`config.mk`:
```
export PLATFORM = sky130hd
export DESIGN_NAME = fpdiv_nr
export DESIGN_NICKNAME = d
export VERILOG_FILES = /design/src/rtl/fpdiv_nr_pkg.sv /design/src/rtl/fpdiv_nr_se.sv /design/src/rtl/fpdiv_nr_core.sv /design/src/rtl/fpdiv_nr_norm.sv /design/src/rtl/fpdiv_nr.sv
export SDC_FILE = /design/constraint.sdc
export NUM_CORES = 1
export LEC_CHECK = 0
export ABC_AREA = 1
export BUFFER_PORTS_ARGS = -buffer_cell sky130_fd_sc_hd__buf_2
export CELL_PAD_IN_SITES_DETAIL_PLACEMENT = 0
export CELL_PAD_IN_SITES_GLOBAL_PLACEMENT = 1
export CORE_MARGIN = 4
export CORE_UTILIZATION = 39
export DETAILED_ROUTE_END_ITERATION = 7
export PLACE_DENSITY = 0.81
export SLEW_MARGIN = 15
export SYNTH_ARGS = -nofsm -noshare
export SYNTH_HDL_FRONTEND = slang
export SYNTH_SLANG_ARGS = --single-unit
```
`constraint.sdc`:
```
create_clock -name clk_i -period 3.86 [get_ports clk_i]
set_clock_uncertainty 0.05 [all_clocks]
set_input_delay 0.772 -clock clk_i [delete_from_list [all_inputs] [get_ports clk_i]]
set_output_delay 0.772 -clock clk_i [all_outputs]
set_load 0.005 [all_outputs]
```
`src/rtl/fpdiv_nr_pkg.sv`:
```
`timescale 1ns/1ps
package fpdiv_nr_pkg;
  typedef enum logic [1:0] {
    ST_IDLE = 2'd0,
    ST_RUN  = 2'd1,
    ST_NORM = 2'd2
  } div_state_e;

  function automatic int exp_bias(input int exp_w);
    return (1 << (exp_w - 1)) - 1;
  endfunction
endpackage

```
`src/rtl/fpdiv_nr_se.sv`:
```
`timescale 1ns/1ps
module fpdiv_nr_se #(
  parameter int EXP_W    = 8,
  parameter int PRESHIFT = 8,
  localparam int EB_W    = EXP_W + 2
) (
  input  logic             sign_a_i,
  input  logic             sign_b_i,
  input  logic [EXP_W-1:0] exp_a_i,
  input  logic [EXP_W-1:0] exp_b_i,
  output logic             sign_o,
  output logic [EB_W-1:0]  exp_base_o
);
  import fpdiv_nr_pkg::*;

  localparam int OFFS = exp_bias(EXP_W) + PRESHIFT;

  assign sign_o     = sign_a_i ^ sign_b_i;
  // biased difference, plus the pre-shift that normalization takes back
  assign exp_base_o = EB_W'({2'b00, exp_a_i}) - EB_W'({2'b00, exp_b_i}) + EB_W'(OFFS);
endmodule

```
`src/rtl/fpdiv_nr_core.sv`:
```
`timescale 1ns/1ps
module fpdiv_nr_core #(
  parameter int MAN_W    = 24,
  parameter int Q_W      = 32,
  parameter int PRESHIFT = 8,
  localparam int EXT_W   = MAN_W + Q_W,
  localparam int CNT_W   = $clog2(Q_W + 1)
) (
  input  logic             clk_i,
  input  logic             rst_ni,
  input  logic             load_i,
  input  logic [MAN_W-1:0] man_a_i,
  input  logic [MAN_W-1:0] man_b_i,
  output logic             last_o,
  output logic [Q_W-1:0]   quot_o
);
  logic [EXT_W-1:0] ext;
  logic [Q_W-1:0]   rem_q, strm_q, quot_q, div_q;
  logic [Q_W-1:0]   rem_sh, rem_nx;
  logic [CNT_W-1:0] cnt_q;
  logic             run_q;

  // pre-shift: high part seeds the remainder, shifted-out bits feed the stream
  assign ext = {man_a_i, {Q_W{1'b0}}} >> PRESHIFT;

  always_comb begin
    rem_sh = {rem_q[Q_W-2:0], strm_q[Q_W-1]};
    rem_nx = rem_q[Q_W-1] ? (rem_sh + div_q) : (rem_sh - div_q);
  end

  assign last_o = run_q && (cnt_q == CNT_W'(Q_W - 1));
  assign quot_o = quot_q;

  always_ff @(posedge clk_i or negedge rst_ni) begin
    if (!rst_ni) begin
      rem_q  <= '0;
      strm_q <= '0;
      quot_q <= '0;
      div_q  <= '0;
      cnt_q  <= '0;
      run_q  <= 1'b0;
    end else if (load_i) begin
      rem_q  <= Q_W'(ext[EXT_W-1 -: MAN_W]);
      strm_q <= ext[Q_W-1:0];
      quot_q <= '0;
      div_q  <= Q_W'(man_b_i);
      cnt_q  <= '0;
      run_q  <= 1'b1;
    end else if (run_q) begin
      rem_q  <= rem_nx;
      strm_q <= strm_q << 1;
      quot_q <= {quot_q[Q_W-2:0], ~rem_nx[Q_W-1]};
      cnt_q  <= cnt_q + 1'b1;
      if (last_o) run_q <= 1'b0;
    end
  end


  rem_bound_chk: assert property (@(posedge clk_i) disable iff (!rst_ni)
    (run_q && div_q[MAN_W-1]) |->
      ($signed(rem_q) < $signed(div_q)) && ($signed(rem_q) >= -$signed(div_q)));
endmodule

```
`src/rtl/fpdiv_nr_norm.sv`:
```
`timescale 1ns/1ps
module fpdiv_nr_norm #(
  parameter int MAN_W   = 24,
  parameter int EXP_W   = 8,
  parameter int Q_W     = 32,
  localparam int EB_W   = EXP_W + 2,
  localparam int LZ_W   = $clog2(Q_W + 1),
  localparam int WORD_W = 1 + EXP_W + MAN_W - 1
) (
  input  logic              sign_i,
  input  logic [EB_W-1:0]   exp_base_i,
  input  logic              zero_i,
  input  logic [Q_W-1:0]    quot_i,
  output logic [WORD_W-1:0] word_o
);
  logic [LZ_W-1:0]  lz;
  logic [MAN_W-1:0] man;
  logic [EXP_W-1:0] exp_r;

  always_comb begin
    lz = LZ_W'(Q_W);
    for (int i = 0; i < Q_W; i++) begin
      if (quot_i[i]) lz = LZ_W'(Q_W - 1 - i);
    end
  end

  always_comb begin
    man    = MAN_W'((quot_i << lz) >> (Q_W - MAN_W));
    exp_r  = EXP_W'(exp_base_i - EB_W'(lz) - EB_W'(1));
    word_o = (zero_i || quot_i == '0) ? '0 : {sign_i, exp_r, man[MAN_W-2:0]};
  end


  always_comb begin
    if (quot_i != '0) norm_lead_chk: assert (man[MAN_W-1]);
  end
endmodule

```
`src/rtl/fpdiv_nr.sv`:
```
`timescale 1ns/1ps
module fpdiv_nr #(
  parameter int EXP_W    = 8,
  parameter int MAN_W    = 24,
  parameter int Q_W      = 32,
  parameter int PRESHIFT = 8
) (
  input  logic                     clk_i,
  input  logic                     rst_ni,
  input  logic                     start_i,
  input  logic                     sign_a_i,
  input  logic [EXP_W-1:0]         exp_a_i,
  input  logic [MAN_W-1:0]         man_a_i,
  input  logic                     sign_b_i,
  input  logic [EXP_W-1:0]         exp_b_i,
  input  logic [MAN_W-1:0]         man_b_i,
  output logic                     done_o,
  output logic [EXP_W+MAN_W-1:0]   result_o
);
  import fpdiv_nr_pkg::*;

  localparam int EB_W   = EXP_W + 2;
  localparam int WORD_W = EXP_W + MAN_W;

  // quotient must keep MAN_W bits below its leading one
  if (PRESHIFT > Q_W - MAN_W || Q_W < MAN_W + 3) begin : g_bad_cfg
    $error("fpdiv_nr: PRESHIFT/Q_W leave too few quotient bits");
  end

  div_state_e        state_q;
  logic              accept, last, sign_c, sign_q, zero_q;
  logic [EB_W-1:0]   exp_base_c, exp_base_q;
  logic [Q_W-1:0]    quot;
  logic [WORD_W-1:0] word;

  assign accept = start_i && (state_q == ST_IDLE);

  fpdiv_nr_se #(.EXP_W(EXP_W), .PRESHIFT(PRESHIFT)) u_se (
    .sign_a_i  (sign_a_i),
    .sign_b_i  (sign_b_i),
    .exp_a_i   (exp_a_i),
    .exp_b_i   (exp_b_i),
    .sign_o    (sign_c),
    .exp_base_o(exp_base_c)
  );

  fpdiv_nr_core #(.MAN_W(MAN_W), .Q_W(Q_W), .PRESHIFT(PRESHIFT)) u_core (
    .clk_i  (clk_i),
    .rst_ni (rst_ni),
    .load_i (accept),
    .man_a_i(man_a_i),
    .man_b_i(man_b_i),
    .last_o (last),
    .quot_o (quot)
  );

  fpdiv_nr_norm #(.MAN_W(MAN_W), .EXP_W(EXP_W), .Q_W(Q_W)) u_norm (
    .sign_i    (sign_q),
    .exp_base_i(exp_base_q),
    .zero_i    (zero_q),
    .quot_i    (quot),
    .word_o    (word)
  );

  always_ff @(posedge clk_i or negedge rst_ni) begin
    if (!rst_ni) begin
      state_q    <= ST_IDLE;
      sign_q     <= 1'b0;
      exp_base_q <= '0;
      zero_q     <= 1'b0;
      done_o     <= 1'b0;
      result_o   <= '0;
    end else begin
      done_o <= 1'b0;
      unique case (state_q)
        ST_IDLE: if (accept) begin
          sign_q     <= sign_c;
          exp_base_q <= exp_base_c;
          zero_q     <= (man_b_i == '0);
          state_q    <= ST_RUN;
        end
        ST_RUN:  if (last) state_q <= ST_NORM;
        ST_NORM: begin
          result_o <= word;
          done_o   <= 1'b1;
          state_q  <= ST_IDLE;
        end
        default: state_q <= ST_IDLE;
      endcase
    end
  end


  done_pulse_chk: assert property (@(posedge clk_i) disable iff (!rst_ni)
    done_o |=> !done_o);

  done_src_chk: assert property (@(posedge clk_i) disable iff (!rst_ni)
    $rose(done_o) |-> $past(state_q == ST_NORM));

  result_hold_chk: assert property (@(posedge clk_i) disable iff (!rst_ni)
    !done_o |-> $stable(result_o));

  busy_start_chk: assert property (@(posedge clk_i) disable iff (!rst_ni)
    (start_i && state_q != ST_IDLE) |=>
      ($stable(sign_q) && $stable(exp_base_q) && $stable(zero_q)));

  zero_div_chk: assert property (@(posedge clk_i) disable iff (!rst_ni)
    (done_o && zero_q) |-> (result_o == '0));
endmodule

```
==> reports/qor.csv <==
stage,metric,value,unit
clock_tree,cts_root_buffer,clkbuf_16,
logic_synthesis,synth_area_leaders,"dfrtp_1 38%, nand2_1 16%, nand3_1 9.8%",
worst_setup_path,path_common_cell,nand2_2,
worst_hold_path,hp-class,input port to async pin,
final_layout,fillers,2441,
logic_synthesis,async_flop_share,100,%
final_layout,area_delta_synth_final,23.5,%
worst_setup_path,required,4.17,ns
grt,antenna_found_initial,0,
final_layout,multi_input_area,5770,sq um
clock_tree,cts_tree,done,
route,drt-wirelength-per-cell,15.1,um
worst_setup_path,path_class,flop to flop,
logic_synthesis,syn-num-nets,1507,
route,post-route-drc-count,0,
timing,relSlewSlack,37.3,%
logic_synthesis,ys_types,41,
route,via_count,9765,
die,die_w,167,um
route,drt-pass1-iter-count,5,
logic_synthesis,synth_cells,1383,
placed_design,dp_slack,-0.140,ns
clock_tree,numCtsBuffers,17,
timing,setup_viol,0,
clock_tree,htreeDepth,4,
logic_synthesis,synth_enable_flop_cells,0,
worst_setup_path,arrival,4.10,ns
final_layout,final_nets,1667,
final_layout,antennaDiodeCount,0,
timing,drv_slew,0,
worst_setup_path,cp-end-kind,flop,
clock_tree,worstSkewPairLatency,0.43,ns
placed_design,gp_congestion,0.913,
logic_synthesis,synth_area_leader_cell,dfrtp_1,
die,die_area,27900,sq um
timing,setup_slack,0.0689,ns
worst_setup_path,critical-path-max-stage-delay,0.40,ns
die,core_area,24600,sq um
logic_synthesis,ys_ff_latch,148,
logic_synthesis,avgSynthCellArea,7.14,sq um
placed_design,portBuffers,101,
route,drtIter0Drc,850,
clock_tree,clock_path_buffers,2,
route,drt_wl_total,28.4,mm
logic_synthesis,yosysSeqAreaShare,37.5,%
final_layout,seq_area,3700,sq um
worst_setup_path,worst_path_max_delay_cell,dfrtp_1,
logic_synthesis,yosysWarnings,0,
grt,grt.total_usage,19.9,%
grt,grt-ovfl-total,0,
timing,fin_crit,3.79,ns
timing,period_share,98.2,%
die,initial_core_util,40.1,%
worst_setup_path,startpoint_type,flop,
timing,worst_slew_pin_slew,0.940,ns
die,ioPinCount,102,
flow_run,drv_cap,0,
placed_design,hpwlAfterDp,20.6,mm
timing,hold_slack,0.182,ns
logic_synthesis,synth_top_area_share,37.5,%
grt,grt_pass1_vias,9263,
grt,grt_max_degree,75,
timing,grt_setup_unrepaired,yes,
logic_synthesis,syn-cell-area,9870,sq um
logic_synthesis,synth_flop_cell,dfrtp_1,
timing,fmax,0.264,GHz
clock_tree,cts_hold_buf,0,
status,status,"finished, final reports clean",
die,die_y,167,um
die,rows,57,
clock_tree,clk_pin_slew,0.07,ns
final_layout,drive_above_1_share,20.1,%
route,ant_nets,0,
grt,grt_first_pass_wirelength,46.5,mm
clock_tree,cts.sinks,148,
timing,hold_viol,0,
worst_setup_path,crit_fanout,4,
route,viasPerCell,5.20,
[cell usage after synthesis, types with 3 or more instances]
cell type,n
a21oi_1,64
a22o_1,4
a31oi_1,4
buf_1,7
buf_2,8
buf_6,3
clkbuf_1,37
clkinv_1,3
dfrtp_1,148
fa_1,3
ha_1,52
inv_1,126
nand2_1,432
nand3_1,194
nand4_1,10
nor2_1,69
nor3_1,14
nor4_1,9
o211ai_1,15
o21ai_0,64
o21ai_1,9
o221ai_1,6
o22ai_1,32
o31ai_1,4
or2_2,3
xnor2_1,14
xor2_1,32
[cells in the final DEF, fill, tap and decap left out, types with 4 or more instances in the layout]
cell        synthesis  routed
a21oi_1            64      49
a21oi_2             1      13
a22o_1              4       4
buf_2               8     100
buf_4               1      92
buf_6               3       4
clkbuf_16           0      17
clkinvlp_4          0       4
dfrtp_1           148     148
ha_1               52      50
inv_1             126     119
inv_2               2       8
nand2_1           432     416
nand2_2             1      15
nand3_1           194     188
nand3_2             0       5
nand4_1            10      10
nor2_1             69      59
nor2_2              1       9
nor3_1             14      11
nor4_1              9       8
o211ai_1           15      15
o21ai_0            64      48
o21ai_1             9      15
o21ai_2             1      10
o221ai_1            6       6
o22ai_1            32      32
o31ai_1             4       4
xnor2_1            14      13
xor2_1             32      30
[flip-flops by register name, summed over array words and instances (netlist names)]
name and count:
zero_q 1, u_core.strm_q 8, state_q 2, result_o 32, u_core.div_q 24, u_core.cnt_q 6, u_core.rem_q 32, u_core.run_q 1
done_o 1, sign_q 1, u_core.quot_o 32, exp_base_q 8
[routing by layer]
layer	track usage [%]	share of wire, %	vias up
met1	27.5	47	4624
met3	3.09	3.8	19
met2	33.1	48	196
met4	4.77	1.0	0
met5	0	0	-
li1	-	-	4926
[through the flow]
| step | std cells | cell area, sq um | TNS [ns] | utilization (%) |
|---|---|---|---|---|
| floorplan | 1383 | 9870 | 0 | - |
| global placement | 1835 | 11200 | -0.157 | 45.5 |
| detailed placement | 1835 | 11200 | -0.531 | 45.5 |
| CTS | 1867 | 11800 | 0 | 48.0 |
| global route | 1877 | 12200 | -1.31 | 49.6 |
| finish | 1877 | 12200 | 0 | 49.6 |
[kinds of logic after synthesis]
family / share of synthesized area, %
buffers and inverters: 7.48
adders and majority gates: 7.20
DFF: 37.5
AOI/OAI and AO/OA: 12.4
and+or+nand+nor: 31.3
xor gates and xnor gates: 4.08
[worst max-delay path: cells and delay by family, from the launching register on]
family	cells	cell delay [ns]
compound gates	8	0.93
xor+xnor	1	0.14
fa+ha+maj	2	0.47
buf+inv	6	0.58
flops	1	0.40
simple gates	14	1.18
[worst paths after layout]
path	from	endpoint	slack, ns	cells after the start
setup / recovery	u_core.div_q[1]	u_core.rem_q[29]	0.07	31
hold / removal	rst_ni	u_core.strm_q[24]	0.18	1
setup reg to reg	u_core.div_q[1]	u_core.rem_q[29]	0.07	31
hold reg to reg	state_q[1]	state_q[1]	0.40	1
max in group asynchronous	rst_ni	u_core.div_q[9]	2.69	2
min in group clk_i	state_q[1]	state_q[1]	0.40	1
[repair_timing]
item / 4_1_cts / 5_1_grt
setup buffers: 3 / 11
endpoints found under the setup margin: 5 / 15
gates resized for setup: 12 / 93
pin swaps: 7 / 50
[final cells by class]
class                      instances  area share, %
multi-input combinational       1048           47.3
sequential                       148           30.4
timing repair buffer             197           10.3
inverter                         131           4.05
clock buffer                      18           3.60
tap                              324           3.32
clock inverter                    11           1.07
Power is not shown: default switching activity piles up to over one toggle a cycle in this logic, so the estimate is an artifact.
